===== config.mk =====
export PLATFORM = sky130hd
export DESIGN_NAME = cte_top
export DESIGN_NICKNAME = d
export VERILOG_FILES = /design/src/rtl/cte_pkg.sv /design/src/rtl/cte_walker.sv /design/src/rtl/cte_tag_store.sv /design/src/rtl/cte_stats.sv /design/src/rtl/cte_top.sv
export SDC_FILE = /design/constraint.sdc
export NUM_CORES = 1
export LEC_CHECK = 0
export ABC_AREA = 1
export CORE_ASPECT_RATIO = 0.75
export CORE_MARGIN = 5
export CORE_UTILIZATION = 45
export CTS_CLUSTER_DIAMETER = 30
export DETAILED_ROUTE_END_ITERATION = 12
export HOLD_SLACK_MARGIN = 0.05
export PLACE_DENSITY = 0.7
export SLEW_MARGIN = 20
export SYNTH_ARGS = -nofsm -noshare
export SYNTH_HDL_FRONTEND = slang
export SYNTH_SLANG_ARGS = --single-unit
export TNS_END_PERCENT = 5

===== constraint.sdc =====
create_clock -name clk -period 13.1 [get_ports clk]
set_input_delay 1.965 -clock clk [delete_from_list [all_inputs] [get_ports clk]]
set_output_delay 1.965 -clock clk [all_outputs]
set_load 0.02 [all_outputs]

===== src/rtl/cte_pkg.sv =====
package cte_pkg;
  typedef struct packed {
    logic rd_hit;
    logic rd_miss;
    logic wr_hit;
    logic wr_miss;
    logic wb;
    logic rd_around;
    logic wr_around;
    logic alloc_try;
  } cte_evt_t;
  localparam int NUM_EVT = 7;
endpackage


===== src/rtl/cte_walker.sv =====
module cte_walker #(
  parameter int ADDR_W = 16,
  parameter int SIZE_W = 8,
  parameter int OFF_W  = 4,
  parameter int BLK_W  = 12,
  parameter int MISS_W = 9
) (
  input  logic              clk,
  input  logic              rst_n,
  input  logic              req_valid,
  output logic              req_ready,
  input  logic [ADDR_W-1:0] req_addr,
  input  logic [SIZE_W-1:0] req_size,
  input  logic              req_write,
  output logic              lk_valid,
  output logic [BLK_W-1:0]  lk_blk,
  output logic              lk_write,
  input  logic              lk_alloc,
  output logic              done,
  output logic [MISS_W-1:0] done_misses
);
  logic              busy_q, busy_d, wr_q, wr_d, done_q, done_d;
  logic [BLK_W-1:0]  cur_q, cur_d, last_q, last_d;
  logic [MISS_W-1:0] acc_q, acc_d, dmiss_q, dmiss_d;
  logic [ADDR_W-1:0] span, end_addr;

  always_comb begin
    span     = (req_size == '0) ? '0 : ADDR_W'(req_size - 1'b1);
    end_addr = req_addr + span;
    busy_d  = busy_q;
    cur_d   = cur_q;
    last_d  = last_q;
    wr_d    = wr_q;
    acc_d   = acc_q;
    done_d  = 1'b0;
    dmiss_d = dmiss_q;
    if (!busy_q) begin
      if (req_valid) begin
        busy_d = 1'b1;
        cur_d  = req_addr[ADDR_W-1:OFF_W];
        last_d = end_addr[ADDR_W-1:OFF_W];
        wr_d   = req_write;
        acc_d  = '0;
      end
    end else begin
      acc_d = acc_q + MISS_W'(lk_alloc);
      if (cur_q == last_q) begin
        busy_d  = 1'b0;
        done_d  = 1'b1;
        dmiss_d = acc_d;
      end else begin
        cur_d = cur_q + 1'b1;
      end
    end
  end

  always_ff @(posedge clk or negedge rst_n) begin
    if (!rst_n) begin
      busy_q  <= 1'b0;
      cur_q   <= '0;
      last_q  <= '0;
      wr_q    <= 1'b0;
      acc_q   <= '0;
      done_q  <= 1'b0;
      dmiss_q <= '0;
    end else begin
      busy_q  <= busy_d;
      cur_q   <= cur_d;
      last_q  <= last_d;
      wr_q    <= wr_d;
      acc_q   <= acc_d;
      done_q  <= done_d;
      dmiss_q <= dmiss_d;
    end
  end

  assign req_ready   = !busy_q;
  assign lk_valid    = busy_q;
  assign lk_blk      = cur_q;
  assign lk_write    = wr_q;
  assign done        = done_q;
  assign done_misses = dmiss_q;
endmodule


===== src/rtl/cte_tag_store.sv =====
module cte_tag_store
  import cte_pkg::*;
#(
  parameter int BLK_W     = 12,
  parameter int NUM_LINES = 8,
  parameter int NWAYS     = 2,
  parameter int SETS      = 4,
  parameter int SET_W     = 2,
  parameter int LIDX_W    = 3,
  parameter int TS_W      = 16
) (
  input  logic              clk,
  input  logic              rst_n,
  input  logic              wr_alloc_en,
  input  logic              lk_valid,
  input  logic [BLK_W-1:0]  lk_blk,
  input  logic              lk_write,
  input  logic [TS_W-1:0]   ts_now,
  input  logic              pin_en,
  input  logic [LIDX_W-1:0] pin_line,
  output cte_evt_t          evt
);
  logic [NUM_LINES-1:0] vld_q, vld_d, dty_q, dty_d, pin_q, pin_d;
  logic [BLK_W-1:0]     tag_q [NUM_LINES];
  logic [BLK_W-1:0]     tag_d [NUM_LINES];
  logic [TS_W-1:0]      ts_q  [NUM_LINES];
  logic [TS_W-1:0]      ts_d  [NUM_LINES];
  logic [SET_W-1:0]     set_idx;
  logic [LIDX_W-1:0]    base, li, hit_line, vic;
  logic                 hit, found, stop;
  logic [TS_W-1:0]      best;

  always_comb begin
    set_idx = lk_blk[SET_W-1:0] & SET_W'(SETS - 1);
    base    = LIDX_W'(int'(set_idx) * NWAYS);
    hit = 1'b0; hit_line = '0;
    found = 1'b0; stop = 1'b0; vic = '0; best = '1;
    for (int w = 0; w < NWAYS; w++) begin
      li = base + LIDX_W'(w);
      if (!hit && vld_q[li] && tag_q[li] == lk_blk) begin
        hit = 1'b1;
        hit_line = li;
      end
      if (!stop) begin
        if (!vld_q[li]) begin
          found = 1'b1; vic = li; stop = 1'b1;
        end else if (!pin_q[li] && (!found || ts_q[li] < best)) begin
          found = 1'b1; vic = li; best = ts_q[li];
        end
      end
    end
  end

  always_comb begin
    vld_d = vld_q; dty_d = dty_q; pin_d = pin_q;
    tag_d = tag_q; ts_d = ts_q;
    evt = '0;
    if (lk_valid) begin
      if (hit) begin
        ts_d[hit_line] = ts_now;
        if (lk_write) begin
          dty_d[hit_line] = 1'b1;
          evt.wr_hit = 1'b1;
        end else begin
          evt.rd_hit = 1'b1;
        end
      end else begin
        evt.wr_miss = lk_write;
        evt.rd_miss = !lk_write;
        if (!lk_write || wr_alloc_en) begin
          evt.alloc_try = 1'b1;
          if (found) begin
            evt.wb     = vld_q[vic] && dty_q[vic];
            vld_d[vic] = 1'b1;
            dty_d[vic] = 1'b0;
            pin_d[vic] = 1'b0;
            tag_d[vic] = lk_blk;
            ts_d[vic]  = ts_now;
          end else begin
            evt.wr_around = lk_write;
            evt.rd_around = !lk_write;
          end
        end else begin
          evt.wr_around = 1'b1;
        end
      end
    end
    if (pin_en) pin_d[pin_line] = 1'b1;
  end

  always_ff @(posedge clk or negedge rst_n) begin
    if (!rst_n) begin
      vld_q <= '0;
      dty_q <= '0;
      pin_q <= '0;
    end else begin
      vld_q <= vld_d;
      dty_q <= dty_d;
      pin_q <= pin_d;
    end
  end

  always_ff @(posedge clk) begin
    if (lk_valid) begin
      tag_q <= tag_d;
      ts_q  <= ts_d;
    end
  end
endmodule


===== src/rtl/cte_stats.sv =====
module cte_stats
  import cte_pkg::*;
#(
  parameter int CNT_W = 16
) (
  input  logic                    clk,
  input  logic                    rst_n,
  input  cte_evt_t                evt,
  output logic [NUM_EVT*CNT_W-1:0] cnt_flat
);
  logic [NUM_EVT-1:0] inc;
  assign inc = {evt.wr_around, evt.rd_around, evt.wb, evt.wr_miss,
                evt.wr_hit, evt.rd_miss, evt.rd_hit};

  for (genvar g = 0; g < NUM_EVT; g++) begin : g_cnt
    logic [CNT_W-1:0] cnt_q, cnt_d;
    always_comb cnt_d = inc[g] ? cnt_q + 1'b1 : cnt_q;
    always_ff @(posedge clk or negedge rst_n) begin
      if (!rst_n) cnt_q <= '0;
      else        cnt_q <= cnt_d;
    end
    assign cnt_flat[g*CNT_W +: CNT_W] = cnt_q;
  end
endmodule


===== src/rtl/cte_top.sv =====
module cte_top
  import cte_pkg::*;
#(
  parameter int ADDR_W     = 16,
  parameter int SIZE_W     = 8,
  parameter int LINE_BYTES = 16,
  parameter int NUM_LINES  = 8,
  parameter int WAYS       = 2,
  parameter int TS_W       = 16,
  parameter int CNT_W      = 16,
  localparam int OFF_W     = $clog2(LINE_BYTES),
  localparam int BLK_W     = ADDR_W - OFF_W,
  localparam int NWAYS     = (WAYS == 0) ? NUM_LINES : WAYS,
  localparam int SETS      = NUM_LINES / NWAYS,
  localparam int SET_W     = (SETS > 1) ? $clog2(SETS) : 1,
  localparam int LIDX_W    = (NUM_LINES > 1) ? $clog2(NUM_LINES) : 1,
  localparam int MISS_W    = SIZE_W + 1
) (
  input  logic              clk,
  input  logic              rst_n,
  input  logic              wr_alloc_en,
  input  logic              req_valid,
  output logic              req_ready,
  input  logic [ADDR_W-1:0] req_addr,
  input  logic [SIZE_W-1:0] req_size,
  input  logic              req_write,
  input  logic              pin_en,
  input  logic [LIDX_W-1:0] pin_line,
  output logic              done,
  output logic [MISS_W-1:0] done_misses,
  output logic [CNT_W-1:0]  cnt_rd_hit,
  output logic [CNT_W-1:0]  cnt_rd_miss,
  output logic [CNT_W-1:0]  cnt_wr_hit,
  output logic [CNT_W-1:0]  cnt_wr_miss,
  output logic [CNT_W-1:0]  cnt_writeback,
  output logic [CNT_W-1:0]  cnt_rd_around,
  output logic [CNT_W-1:0]  cnt_wr_around
);
  logic [TS_W-1:0]              ts_q;
  logic                         lk_valid, lk_write;
  logic [BLK_W-1:0]             lk_blk;
  cte_evt_t                     evt;
  logic [NUM_EVT*CNT_W-1:0]     cnt_flat;

  always_ff @(posedge clk or negedge rst_n) begin
    if (!rst_n) ts_q <= '0;
    else        ts_q <= ts_q + 1'b1;
  end

  cte_walker #(.ADDR_W(ADDR_W), .SIZE_W(SIZE_W), .OFF_W(OFF_W),
               .BLK_W(BLK_W), .MISS_W(MISS_W)) u_walk (
    .clk(clk), .rst_n(rst_n), .req_valid(req_valid), .req_ready(req_ready),
    .req_addr(req_addr), .req_size(req_size), .req_write(req_write),
    .lk_valid(lk_valid), .lk_blk(lk_blk), .lk_write(lk_write),
    .lk_alloc(evt.alloc_try), .done(done), .done_misses(done_misses));

  cte_tag_store #(.BLK_W(BLK_W), .NUM_LINES(NUM_LINES), .NWAYS(NWAYS),
                  .SETS(SETS), .SET_W(SET_W), .LIDX_W(LIDX_W),
                  .TS_W(TS_W)) u_tags (
    .clk(clk), .rst_n(rst_n), .wr_alloc_en(wr_alloc_en),
    .lk_valid(lk_valid), .lk_blk(lk_blk), .lk_write(lk_write),
    .ts_now(ts_q), .pin_en(pin_en), .pin_line(pin_line), .evt(evt));

  cte_stats #(.CNT_W(CNT_W)) u_stats (
    .clk(clk), .rst_n(rst_n), .evt(evt), .cnt_flat(cnt_flat));

  assign cnt_rd_hit    = cnt_flat[0*CNT_W +: CNT_W];
  assign cnt_rd_miss   = cnt_flat[1*CNT_W +: CNT_W];
  assign cnt_wr_hit    = cnt_flat[2*CNT_W +: CNT_W];
  assign cnt_wr_miss   = cnt_flat[3*CNT_W +: CNT_W];
  assign cnt_writeback = cnt_flat[4*CNT_W +: CNT_W];
  assign cnt_rd_around = cnt_flat[5*CNT_W +: CNT_W];
  assign cnt_wr_around = cnt_flat[6*CNT_W +: CNT_W];
endmodule


; Yosys cells after proc, flatten, opt, wreduce, memory -nomap -nowiden
; Cells that the tools add are included.
[word_totals]
in_bits = 33
regBits = 421
output_inout_bits = 123
wordCells = 196
[classes]
n_mux = 90
n_bitwise = 12
order_cmp = 15
n_reduce_logical = 27
eq_ne = 5
n_addsub = 13
[op_table]
columns = operator, n
row1 = 128-bit two-way mux, 3
row2 = 128-bit bitwise mux, 2
row3 = 16-bit two-way mux, 9
row4 = "16-bit by 1-bit adder with 16-bit output, second input constant", 8
row5 = 16-bit binary-select mux with 3-bit select, 2
row6 = 96-bit bitwise mux, 1
row7 = 16-bit demux with 3-bit select, 2
row8 = 12-bit two-way mux, 8
row9 = 8-bit two-way mux, 10
row10 = 12-bit binary-select mux with 3-bit select, 2
row11 = 12-bit demux with 3-bit select, 1
row12 = 12-bit == test, 3
row13 = 1-bit two-way mux, 29
row14 = 8-bit OR, 3
row15 = 3-bit two-way mux, 7
row16 = "3-bit by 4-bit less-than comparator with 1-bit output, second input constant", 5
row17 = 9-bit two-way mux, 2
row18 = 16-bit adder, 1
row19 = 8-bit bitwise AND, 2
row20 = "4-bit >= comparator, second input constant", 4
row21 = 16-bit less-than comparator, 1
row22 = 3-bit NOT with 4-bit output, 4
row23 = "12-bit by 1-bit adder with 12-bit output, second input constant", 1
row24 = 1-bit binary-select mux with 3-bit select, 4
row25 = 20 further kinds, 48

; Logic depth before layout (Yosys ltp)
[logic_depth]
ltp_word = 24
depth_mapped = 28
ltp_nobuf = 23

; Cells and area by module
; From an unflattened synthesis, not the netlist that was laid out.
[hier_totals]
hier_cells = 2351
hier_area_um2 = 21345.5
[by_module_without_submodules]
columns = module, area_each_um2, seq_area_each_um2, cells_each, n_inst
row1 = cte_tag_store, 11768.8, 7327.0, 1151, 1
row2 = cte_stats, 5556.6, 2802.7, 632, 1
row3 = cte_walker, 3246.9, 1126.1, 480, 1
row4 = cte_top, 773.2, 400.4, 88, 1

; Worst setup path before layout
; No wires, ideal clock.
[synth_path]
path_kind = reg2reg
startpoint = reg u_walk.cur_q[0] (netlist: u_walk.lk_blk[0])
endpoint = reg u_tags.ts_q[112] (netlist bit) (enable)
arrival_ps = 4317
n_path_buf = 6
path_stages_with_launch = 22
path_slack_ps = 8374
setup_time_ps = 409
cell_sequence = dfrtp_1 buf_6 inv_4 nand2_8 inv_2 buf_2 clkbuf_1 buf_1 nand2_1 nand4_1 nor2_1 ha_1 nand2_1 o21a_1 o221a_2 nand2_1 nand2_2 nand2_2 buf_6 a21oi_2 buf_2 nor3_1
[synth_between]
elab_chain_cells = 14
[synth_lines]
columns = element, line_no
row1 = "start, declared", cte_walker.sv:23  ; logic [BLK_W-1:0] cur_q, cur_d, last_q, last_d;
row2 = "start signal, assigned", cte_walker.sv:68  ; cur_q <= cur_d;
row3 = "parallel branches: the longest is 13 deep, another holds 16-bit less-than comparator", -
row4 = 3-bit AND reduction (no line) (*), -
row5 = "end signal, assigned", cte_tag_store.sv:106  ; ts_q <= ts_d;
row6 = "end, declared", cte_tag_store.sv:26  ; logic [TS_W-1:0] ts_q [NUM_LINES];
; Every way passes the cells marked *. The select of a mux whose other input is x is not followed.
; A chain may end at the register's enable or synchronous reset.

; Final worst setup path
[layout_path]
startpoint = reg u_walk.cur_q[0] (netlist: u_walk.lk_blk[0])
endpoint = reg u_tags.ts_q[111] (netlist bit) (enable)
; Same word-level chain as after synthesis.

==> flow_metrics.env <==
export IMPL_status="finished clean"
export IMPL_synthArstFlopShare_pct=46.8
export IMPL_rsz0062_at_grt="no"
export IMPL_synth_cell_area_mm2=0.0208
export IMPL_num_rows=68
export IMPL_gr_total_overflow=0
export IMPL_grt_max_degree=130
export IMPL_multiInputGateArea_mm2=0.00803
export IMPL_die_h_um=196
export IMPL_worstSkewPairLatency_ns=0.59
export IMPL_synth_area_leaders="edfxtp_1 32%, dfrtp_1 24%, nand2_1 9.2%, nor2_1 4.5%, xor2_1 4.1%"
export IMPL_numCtsBuffers=82
export IMPL_min_path_type="flop to flop"
export IMPL_synth_edf_count=224
export IMPL_ys_ff_latch=421
export IMPL_crit_fanout=27
export IMPL_max_cap_viol_count=0
export IMPL_areaGrowthSynthToFinish_pct=24.4
export IMPL_ios=156
export IMPL_slew_headroom_pct=29.9
export IMPL_clkSinkCount=421
export IMPL_ctsHoldBuffers=0
export IMPL_place_gp_congestion=0.916
export IMPL_die_area_mm2=0.0506
export IMPL_vdd_drop_max_v=0.000185
export IMPL_vias=16761
export IMPL_wirelength_mm=56.6
export IMPL_tns_ns=0
export IMPL_crit_path_end_kind="flop"
export IMPL_drt_first_pass_iters=5
export IMPL_nFillCells=3756
export IMPL_grt_pass1_vias=16505
export IMPL_critPathLaunchType="flop"
export IMPL_powerDensity_mw_per_mm2=255
export IMPL_final_util_pct=56.4
export IMPL_synth_largest_area_cell="edfxtp_1"
export IMPL_clockBufferDepth=3
export IMPL_cts_root_buf="clkbuf_16"
export IMPL_synth_flop_cell="edfxtp_1"
export IMPL_nets=2462
export IMPL_tightest_slew_ns=1.05
export IMPL_clock_skew_final_ns=0.0200
export IMPL_die_x_um=258
export IMPL_synthCells=2197
export IMPL_synth_yosys_warnings=0
export IMPL_required_ns=13.29
export IMPL_place_hpwl_mm=37.5
export IMPL_grt_total_usage_pct=22.1
export IMPL_crit_type="flop to flop"
export IMPL_portBuffers=155
export IMPL_diodes=0
export IMPL_netlist_area_leader_share_pct=32.4
export IMPL_syn_area_per_cell_um2=9.46
export IMPL_initial_core_util_pct=45.3
export IMPL_hold_viol_final=0
export IMPL_antenna_found_initial=0
export IMPL_drtIter0Drc=1645
export IMPL_finalCritPeriodShare_pct=41.4
export IMPL_grt_pass1_wl_mm=90.2
export IMPL_drc=0
export IMPL_cp_arrival_ns=5.61
export IMPL_seq_area_mm2=0.0117
export IMPL_core_area_mm2=0.0459
export IMPL_synth_seq_area_share_pct=56.1
export IMPL_cellLeakagePower_nw=10.5
export IMPL_timing_hold_ws_ns=0.484
export IMPL_drive_gt1_share_pct=9.57
export IMPL_syn_nets=2272
export IMPL_ctsHtreeMaxLevel=3
export IMPL_finalSetupViolations=0
export IMPL_ctsResizeCount=0
export IMPL_routed_via_density=5.50
export IMPL_drv_slew=0
export IMPL_path_clk_slew_ns=0.05
export IMPL_ant_nets=0
export IMPL_clock_fmax_mhz=185
export IMPL_wl_per_cell_um=18.5
export IMPL_cts_tree="done"
export IMPL_cts_setup_buffers=0
export IMPL_min_period_ns=5.42
export IMPL_yosysUniqueCellTypes=63
## synthesized netlist by cell type (all sizes together) (45+ instances only)
cell type	n
nand4	83
edfxtp	224
nor2	263
xor2	97
nor3	58
buf	45
a21oi	65
nand2	525
dfrtp	197
o21ai	111
nand3	99
xnor2	45
inv	188
## cell type report
class	count	share of cell area (%)
Clock buffer	95	8.49
Clock inverter	57	2.92
Inverter	200	2.92
Multi-Input combinational cell	1507	31.0
Sequential cell	421	45.1
Tap cell	595	2.88
Timing Repair Buffer	175	6.69
## flip-flops by register name, indices dropped and copies added (netlist names)
name	count
u_tags.ts_q	128
u_stats.g_cnt.cnt_q	112
u_tags.tag_q	96
ts_q	16
u_walk.last_q	12
u_walk.lk_blk	12
u_walk.acc_q	9
u_walk.done_misses	9
u_tags.dty_q	8
u_tags.pin_q	8
u_tags.vld_q	8
u_walk.done	1
u_walk.lk_valid	1
u_walk.lk_write	1
## metal layers
| layer | vias up | wire [um] | GRT usage (%) |
|---|---|---|---|
| li1 | 7826 | - | - |
| met1 | 8068 | 24700 | 31.6 |
| met2 | 771 | 24500 | 32.5 |
| met3 | 96 | 6200 | 7.48 |
| met4 | 0 | 1110 | 5.91 |
| met5 | - | 0 | 0 |
## kinds of logic after synthesis
family | count (synthesis) | share of synthesized area, %
muxes | 1 | 0.0542
adders and majority gates | 42 | 2.53
AOI/OAI and AO/OA | 255 | 7.15
buffers and inverters | 269 | 5.41
and+or+nand+nor | 1067 | 22.8
DFF | 421 | 56.1
xor gates and xnor gates | 142 | 5.98
## worst max-delay path, cell delays in order, from the launching register on
cell	delay [ns]
dfrtp_1	0.98
inv_4	0.24
nand2_1	0.17
nand3_1	0.09
nand2_2	0.18
nand2_1	0.39
nor2_1	0.25
ha_1	0.27
a21oi_1	0.16
o21a_1	0.15
o221a_2	0.20
nand2_1	0.15
nand2_2	0.16
nand2_2	0.19
inv_2	0.22
a31oi_4	0.28
nor2_2	0.91
## final timing paths
| path | startpoint | to | slack [ns] | depth (start not counted) |
|---|---|---|---|---|
| setup / recovery | u_walk.lk_blk[0] | u_tags.ts_q[111] | 7.68 | 16 |
| hold / removal | u_walk.done_misses[4] | u_walk.done_misses[4] | 0.48 | 2 |
| setup reg to reg | u_walk.lk_blk[0] | u_tags.ts_q[111] | 7.68 | 16 |
| hold reg to reg | u_walk.done_misses[4] | u_walk.done_misses[4] | 0.48 | 2 |
| max in group asynchronous | rst_n | u_walk.done_misses[0] | 10.16 | 3 |
| min in group asynchronous | rst_n | u_stats.g_cnt[5].cnt_q[15] | 1.29 | 1 |
## metrics by stage
| stage | total power [W] | instances | worst slack, ns | instance area, um2 |
|---|---|---|---|---|
| 2_1_floorplan | 0.00361 | 2197 | 8.37 | 20800 |
| 3_3_place_gp | 0.00426 | 2896 | 7.66 | 22900 |
| 3_5_place_dp | 0.00433 | 2896 | 7.41 | 22900 |
| 4_1_cts | 0.00658 | 3048 | 7.37 | 25800 |
| 5_1_grt | 0.00694 | 3050 | 7.31 | 25900 |
| 6_report | 0.00660 | 3050 | 7.68 | 25900 |
## layout by cell type, fill, tap and decap left out, drive strengths merged, types with 6 or more instances in the layout
cell,Yosys,final
a21oi,65,65
a31oi,8,8
buf,45,21
bufinv,0,16
clkbuf,24,95
clkdlybuf4s50,0,154
clkinv,12,38
clkinvlp,0,10
dfrtp,197,197
edfxtp,224,224
ha,42,42
inv,188,193
nand2,525,525
nand3,99,99
nand4,83,83
nor2,263,263
nor3,58,58
nor3b,6,6
nor4,13,13
o21ai,111,111
o22ai,33,33
or2,15,15
xnor2,45,45
xor2,97,97
## power by group
group	leakage [nW]	internal [W]	switching (W)
registers	4.59	0.00188	0.000246
clock network	1.42	0.00152	0.000699
logic	4.50	0.000649	0.00161
total	10.5	0.00405	0.00256
Power figures use the tool's default switching activity.
